**src/rtl/gpio_edge_pkg.sv**
```systemverilog
package gpio_edge_pkg;
  localparam int unsigned ADDR_W = 3;

  typedef enum logic [ADDR_W-1:0] {
    REG_IN   = 3'd0,
    REG_OUT  = 3'd1,
    REG_DIR  = 3'd2,
    REG_PULL = 3'd3,
    REG_FSEL = 3'd4,
    REG_EDGE = 3'd5,
    REG_IEN  = 3'd6,
    REG_FLAG = 3'd7
  } gpio_reg_e;
endpackage

```
**src/rtl/gpio_in_sync.sv**
```systemverilog
module gpio_in_sync #(
  parameter int unsigned NUM_PINS = 8,
  parameter int unsigned STAGES   = 2
) (
  input  logic                clk_i,
  input  logic                rst_ni,
  input  logic [NUM_PINS-1:0] pin_i,
  output logic [NUM_PINS-1:0] sync_o,
  output logic [NUM_PINS-1:0] prev_o
);
  localparam int unsigned LAST = STAGES - 1;

  logic [NUM_PINS-1:0] chain_q [STAGES];
  logic [NUM_PINS-1:0] prev_q;

  for (genvar s = 0; s < STAGES; s++) begin : g_stage
    if (s == 0) begin : g_first
      always_ff @(posedge clk_i or negedge rst_ni) begin
        if (!rst_ni) chain_q[0] <= '0;
        else         chain_q[0] <= pin_i;
      end
    end else begin : g_next
      always_ff @(posedge clk_i or negedge rst_ni) begin
        if (!rst_ni) chain_q[s] <= '0;
        else         chain_q[s] <= chain_q[s-1];
      end
    end
  end

  always_ff @(posedge clk_i or negedge rst_ni) begin
    if (!rst_ni) prev_q <= '0;
    else         prev_q <= chain_q[LAST];
  end

  assign sync_o = chain_q[LAST];
  assign prev_o = prev_q;
endmodule

```
**src/rtl/gpio_edge_detect.sv**
```systemverilog
module gpio_edge_detect #(
  parameter int unsigned NUM_PINS = 8
) (
  input  logic [NUM_PINS-1:0] cur_i,
  input  logic [NUM_PINS-1:0] prev_i,
  input  logic [NUM_PINS-1:0] fall_sel_i,
  output logic [NUM_PINS-1:0] hit_o
);
  for (genvar p = 0; p < NUM_PINS; p++) begin : g_pin
    logic rise, fall;
    assign rise     = cur_i[p] & ~prev_i[p];
    assign fall     = ~cur_i[p] & prev_i[p];
    assign hit_o[p] = fall_sel_i[p] ? fall : rise;
  end
endmodule

```
**src/rtl/gpio_pad_ctrl.sv**
```systemverilog
module gpio_pad_ctrl #(
  parameter int unsigned NUM_PINS = 8
) (
  input  logic                clk_i,
  input  logic                rst_ni,
  input  logic [NUM_PINS-1:0] fsel_i,
  input  logic [NUM_PINS-1:0] dir_i,
  input  logic [NUM_PINS-1:0] out_i,
  input  logic [NUM_PINS-1:0] pull_i,
  input  logic [NUM_PINS-1:0] alt_out_i,
  input  logic [NUM_PINS-1:0] alt_oe_i,
  output logic [NUM_PINS-1:0] pad_out_o,
  output logic [NUM_PINS-1:0] pad_oe_o,
  output logic [NUM_PINS-1:0] pull_up_o,
  output logic [NUM_PINS-1:0] pull_down_o
);
  for (genvar p = 0; p < NUM_PINS; p++) begin : g_pin
    logic gpio_in;
    assign gpio_in        = ~fsel_i[p] & ~dir_i[p];
    assign pad_out_o[p]   = fsel_i[p] ? alt_out_i[p] : out_i[p];
    assign pad_oe_o[p]    = fsel_i[p] ? alt_oe_i[p]  : dir_i[p];
    assign pull_up_o[p]   = gpio_in & pull_i[p] &  out_i[p];
    assign pull_down_o[p] = gpio_in & pull_i[p] & ~out_i[p];
  end

  assert_pull_excl_R12: assert property (@(posedge clk_i) disable iff (!rst_ni)
    (pull_up_o & pull_down_o) == '0);

  // a pull never fights a port-driven output
  assert_pull_not_driven_R12: assert property (@(posedge clk_i) disable iff (!rst_ni)
    ((pull_up_o | pull_down_o) & ~fsel_i & dir_i) == '0);
endmodule

```
**src/rtl/gpio_edge_port.sv**
```systemverilog
module gpio_edge_port
  import gpio_edge_pkg::*;
#(
  parameter int unsigned NUM_PINS    = 8,
  parameter int unsigned SYNC_STAGES = 2
) (
  input  logic                clk_i,
  input  logic                rst_ni,
  input  logic [ADDR_W-1:0]   reg_addr_i,
  input  logic                reg_we_i,
  input  logic [NUM_PINS-1:0] reg_wdata_i,
  output logic [NUM_PINS-1:0] reg_rdata_o,
  input  logic [NUM_PINS-1:0] pin_i,
  input  logic [NUM_PINS-1:0] alt_out_i,
  input  logic [NUM_PINS-1:0] alt_oe_i,
  output logic [NUM_PINS-1:0] pad_out_o,
  output logic [NUM_PINS-1:0] pad_oe_o,
  output logic [NUM_PINS-1:0] pull_up_o,
  output logic [NUM_PINS-1:0] pull_down_o,
  output logic                irq_o
);
  logic [NUM_PINS-1:0] out_q, dir_q, pull_q, fsel_q, edge_q, ien_q, flag_q;
  logic [NUM_PINS-1:0] sync_lvl, prev_lvl, edge_hit;
  gpio_reg_e           sel;

  assign sel = gpio_reg_e'(reg_addr_i);

  gpio_in_sync #(.NUM_PINS(NUM_PINS), .STAGES(SYNC_STAGES)) i_sync (
    .clk_i  (clk_i),
    .rst_ni (rst_ni),
    .pin_i  (pin_i),
    .sync_o (sync_lvl),
    .prev_o (prev_lvl)
  );

  gpio_edge_detect #(.NUM_PINS(NUM_PINS)) i_edge (
    .cur_i      (sync_lvl),
    .prev_i     (prev_lvl),
    .fall_sel_i (edge_q),
    .hit_o      (edge_hit)
  );

  gpio_pad_ctrl #(.NUM_PINS(NUM_PINS)) i_pad (
    .clk_i       (clk_i),
    .rst_ni      (rst_ni),
    .fsel_i      (fsel_q),
    .dir_i       (dir_q),
    .out_i       (out_q),
    .pull_i      (pull_q),
    .alt_out_i   (alt_out_i),
    .alt_oe_i    (alt_oe_i),
    .pad_out_o   (pad_out_o),
    .pad_oe_o    (pad_oe_o),
    .pull_up_o   (pull_up_o),
    .pull_down_o (pull_down_o)
  );

  always_ff @(posedge clk_i or negedge rst_ni) begin
    if (!rst_ni) begin
      out_q  <= '0;
      dir_q  <= '0;
      pull_q <= '0;
      fsel_q <= '0;
      edge_q <= '0;
      ien_q  <= '0;
    end else if (reg_we_i) begin
      case (sel)
        REG_OUT:  out_q  <= reg_wdata_i;
        REG_DIR:  dir_q  <= reg_wdata_i;
        REG_PULL: pull_q <= reg_wdata_i;
        REG_FSEL: fsel_q <= reg_wdata_i;
        REG_EDGE: edge_q <= reg_wdata_i;
        REG_IEN:  ien_q  <= reg_wdata_i;
        default: ;
      endcase
    end
  end

  // detected edges win over a simultaneous software write
  logic flag_wr;
  assign flag_wr = reg_we_i && (sel == REG_FLAG);

  always_ff @(posedge clk_i or negedge rst_ni) begin
    if (!rst_ni) flag_q <= '0;
    else         flag_q <= (flag_wr ? reg_wdata_i : flag_q) | edge_hit;
  end

  always_comb begin
    case (sel)
      REG_IN:   reg_rdata_o = sync_lvl;
      REG_OUT:  reg_rdata_o = out_q;
      REG_DIR:  reg_rdata_o = dir_q;
      REG_PULL: reg_rdata_o = pull_q;
      REG_FSEL: reg_rdata_o = fsel_q;
      REG_EDGE: reg_rdata_o = edge_q;
      REG_IEN:  reg_rdata_o = ien_q;
      default:  reg_rdata_o = flag_q;
    endcase
  end

  assign irq_o = |(flag_q & ien_q);

  // a flag only rises from an edge or a flag write
  assert_flag_source_R6: assert property (@(posedge clk_i) disable iff (!rst_ni)
    !flag_wr |=> ((flag_q & ~$past(flag_q) & ~$past(edge_hit)) == '0));

  assert_edge_wins_R10: assert property (@(posedge clk_i) disable iff (!rst_ni)
    (edge_hit != '0) |=> ((flag_q & $past(edge_hit)) == $past(edge_hit)));

  assert_polarity_quiet_R11: assert property (@(posedge clk_i) disable iff (!rst_ni)
    (reg_we_i && sel == REG_EDGE && sync_lvl == prev_lvl) |=> (flag_q == $past(flag_q)));

  assert_irq_needs_enable_R8: assert property (@(posedge clk_i) disable iff (!rst_ni)
    (ien_q == '0) |-> !irq_o);
endmodule

```
**config.mk**
```make
export PLATFORM = sky130hd
export DESIGN_NAME = gpio_edge_port
export DESIGN_NICKNAME = d
export VERILOG_FILES = /design/src/rtl/gpio_edge_pkg.sv /design/src/rtl/gpio_in_sync.sv /design/src/rtl/gpio_edge_detect.sv /design/src/rtl/gpio_pad_ctrl.sv /design/src/rtl/gpio_edge_port.sv
export SDC_FILE = /design/constraint.sdc
export NUM_CORES = 1
export LEC_CHECK = 0
export CAP_MARGIN = 15
export CORE_MARGIN = 10
export CORE_UTILIZATION = 65
export DETAILED_ROUTE_END_ITERATION = 8
export DONT_BUFFER_PORTS = 1
export GPL_TIMING_DRIVEN = 0
export HOLD_SLACK_MARGIN = 0.02
export PLACE_DENSITY = 0.81
export SLEW_MARGIN = 40
export SYNTH_ARGS = -nofsm -noshare
export SYNTH_HDL_FRONTEND = slang
export SYNTH_SLANG_ARGS = --single-unit
```
**constraint.sdc**
```tcl
create_clock -name clk_i -period 2.5 [get_ports clk_i]
set_input_delay 0.25 -clock clk_i [delete_from_list [all_inputs] [get_ports clk_i]]
set_output_delay 0.25 -clock clk_i [all_outputs]
set_load 0.005 [all_outputs]
```
==> impl_metrics.csv <==
group,metric,value,unit
timing,timing_hold_violations_final,0,
cells_and_area,drive_above_1_share,0.3038,
route,drt_iter0_drc,218,
synth,yosysMostFrequentCell,"dfrtp_1",
route,vias,2729,
die,floorplan.initialDensity,0.6837,
synth,yosys_warnings,0,
synth,synth-edff-count,0,
cells_and_area,seq_area,0.002002,mm2
grt,grt_max_degree,81,
cts,cts.sinks,80,
cts,postCtsSetupBuffers,0,
synth,ys_async_sr_fraction,1.000,
setup_path,rr_startpoint,"edge_q[5]$_DFFE_PN0P_",
setup_path,cp.depth,3,
grt,antenna_found_initial,0,
synth,syn_avg_cell_area,12.36,um2
die,chipHeight,97.04,um
cts,cts_buffers,9,
setup_path,crit_chain,"mux2_2 > a221oi_1 > a31oi_1",
route,wl,9684,um
die,rows,27,
cts,insertion_delay,0.35,ns
pwr,power_density,742.8,mW/mm2
grt,grt_pass1_wl,15370,um
cts,ctsResizeCount,0,
cts,root_buffer,"clkbuf_8",
cts,clock_path_buffers,2,
grt,gr-usage-all-layers,0.2043,
timing,setup_tns,0,ns
timing,slew_headroom,0.5392,
place,dp_hpwl,6648,um
route,vias_per_cell,6.640,
timing,fin_skew,0.008004,ns
route,drcViolationCount,0,
timing,period_needed,1.714,ns
timing,tightest_slew,0.6905,ns
place,io_buffers,0,
synth,synthTopCellsByArea,"dfrtp_1 52%, mux2_2 17%, mux2_1 2.3%",
timing,worst_slack,0.7856,ns
pwr,p_leak,1.737,nW
setup_path,crit_buf_inv,0,
synth,synth-seq-cells,80,
timing,period_share,0.6858,
route,wl_per_cell,23.56,um
run,max_cap_viol_count,0,
grt,grt_pass1_vias,2812,
cells_and_area,antenna_cells,0,
cells_and_area,multi_input_area,0.001785,mm2
setup_path,critical_path.max_fanout,5,
synth,synth_seq_area_share,0.5190,
setup_path,end_kind,"output port",
setup_path,cp_data_required_time,2.25,ns
setup_path,critPathKind,"reg2out",
hold_path,worstHoldPathType,"in2reg",
cells_and_area,n_fill_cell,400,
outcome,outcome,"finished clean",
timing,holdWs,0.03498,ns
synth,netlist_area,0.003857,mm2
setup_path,timing.rr.end,"flag_q[5]$_DFF_PN0_",
place,post-place-cells,384,
route,first_pass_iters,4,
grt,grt_overflow,0,
synth,yosys.cell_types.count,38,
synth,syn_inst,312,
die,core_area,0.005642,mm2
die,die_area,0.009416,mm2
cells_and_area,num-nets-final,373,
synth,syn_nets,350,
synth,ys.flop_type,"dfrtp_1",
pwr,ir_drop,487.6,uV
cells_and_area,finish.utilization,0.7529,
place,preCtsSetupSlack,0.8398,ns
synth,yosysTopAreaCellShare,0.5190,
cts,path_clk_slew,0.08,ns
setup_path,regToRegSetupSlack,1.44,ns
setup_path,cp-start-kind,"flop",
setup_path,reg2regPathDepth,2,
setup_path,arrival,1.46,ns
setup_path,slowest_stage,"dfrtp_1",
die,die_w,97.04,um
die,num_io_pins,79,
timing,setup_viol,0,
timing,final_max_slew_viol_count,0,
cts,holdBufCountCts,11,
cts,cts_tree,"done",
cts,htreeDepth,3,
cells_and_area,areaGrowthSynthToFinish,10.12,%
timing,rsz0062_at_grt,"no",
setup_path,cp_top_family,"flip-flops",
timing,clock.fmax,0.5833,GHz
setup_path,max_stage_delay,0.43,ns
hold_path,hold-path-endpoint,"fsel_q[1]$_DFFE_PN0P_",
synth,netlist.top_cell.by_area,"dfrtp_1",
place,globalplace.congestion,0.9124,
hold_path,min-delay-start,"reg_wdata_i[1]",
route,ant_nets,0,
hold_path,whs_path_depth,1,
synth,synth_commonest_cells,"80 x dfrtp_1, 57 x mux2_2, 22 x nand2_1, 20 x nor2_1",
cells_and_area,fin_cells,411,
-- kinds of logic (layout without fill, tap and decap cells) --
family                 Yosys count  count (layout)  synth area share
AO/OA/AOI/OAI                   35              35           0.05774
buffers and inverters           10              37           0.01816
AND/OR/NAND/NOR                111             111            0.1829
multiplexers                    76              76            0.2222
flip-flops                      80              80            0.5190
-- area by class of cell --
type,instances,share of cell area
multi-input cells,222,0.4203
clock buffers,10,0.03004
repair buffers,12,0.03240
flip-flops and latches,80,0.4713
well taps,72,0.02121
plain buffers,10,0.01649
clock inverters,5,0.008247
-- where the power goes --
part / switching (mW) / internal, mW
clock: 0.452 / 0.353
combinational: 0.260 / 0.354
sequential: 0.234 / 1.50
total: 0.946 / 2.21
-- layout by cell type, fill, tap and decap left out, types with 3 or more instances in the layout --
cell | netlist | routed
clkbuf_8 | 0 | 9
dfrtp_1 | 80 | 80
o21ai_0 | 10 | 10
mux2i_1 | 8 | 8
a221oi_1 | 3 | 3
nor3b_1 | 3 | 3
nand3_1 | 5 | 5
nor2_1 | 20 | 20
nand4_1 | 9 | 9
a22oi_1 | 6 | 6
nand2_1 | 22 | 22
nor4bb_1 | 8 | 8
dlygate4sd3_1 | 0 | 11
nand3b_1 | 10 | 10
buf_4 | 6 | 6
mux2_2 | 57 | 57
a21oi_1 | 5 | 5
or3b_2 | 8 | 8
a31oi_1 | 6 | 6
clkinvlp_4 | 0 | 4
nor2_2 | 3 | 3
mux2_1 | 8 | 8
nor4b_1 | 8 | 8
mux2_4 | 3 | 3
-- registers in the layout, summed over array words and instances (netlist names) --
register and flops:
edge_q 8, ien_q 8, dir_q 8, out_q 8, i_sync.sync_o 8, fsel_q 8
pull_q 8, flag_q 8, i_sync.chain_q 8, i_sync.prev_o 8
-- through the flow --
stage / cell area, um2 / power (mW)
after global routing: 4248 / 3.323
after detailed placement: 3948 / 2.333
after CTS: 4238 / 3.177
final: 4248 / 3.155
after global placement: 3948 / 2.288
after floorplan: 3857 / 2.160
-- how the worst max path moves through the flow --
stage	startpoint	to	slack (ns)
floorplan	reg_addr_i[0]	reg_rdata_o[3]	1.08
global placement	reg_addr_i[0]	dir_q[2]$_DFFE_PN0P_	0.86
detailed placement	reg_addr_i[0]	dir_q[7]$_DFFE_PN0P_	0.84
CTS	dir_q[5]$_DFFE_PN0P_	reg_rdata_o[5]	0.76
global route	dir_q[4]$_DFFE_PN0P_	reg_rdata_o[4]	0.65
finish	dir_q[5]$_DFFE_PN0P_	reg_rdata_o[5]	0.79
-- worst reg2reg max path: stages, from the launching register on --
cell	delay, ns
dfrtp_1	0.41
or3b_2	0.48
nand4_1	0.10
-- metal layers --
metal / track usage / part of all wire / up-vias / routed length, um
li1: - / - / 1203 / -
met1: 0.2504 / 0.40 / 1396 / 3917
met2: 0.3226 / 0.49 / 106 / 4722
met3: 0.07523 / 0.082 / 24 / 792
met4: 0.07215 / 0.026 / 0 / 252
met5: 0 / 0 / - / 0
Note: power is estimated with default switching activity, not from simulation.
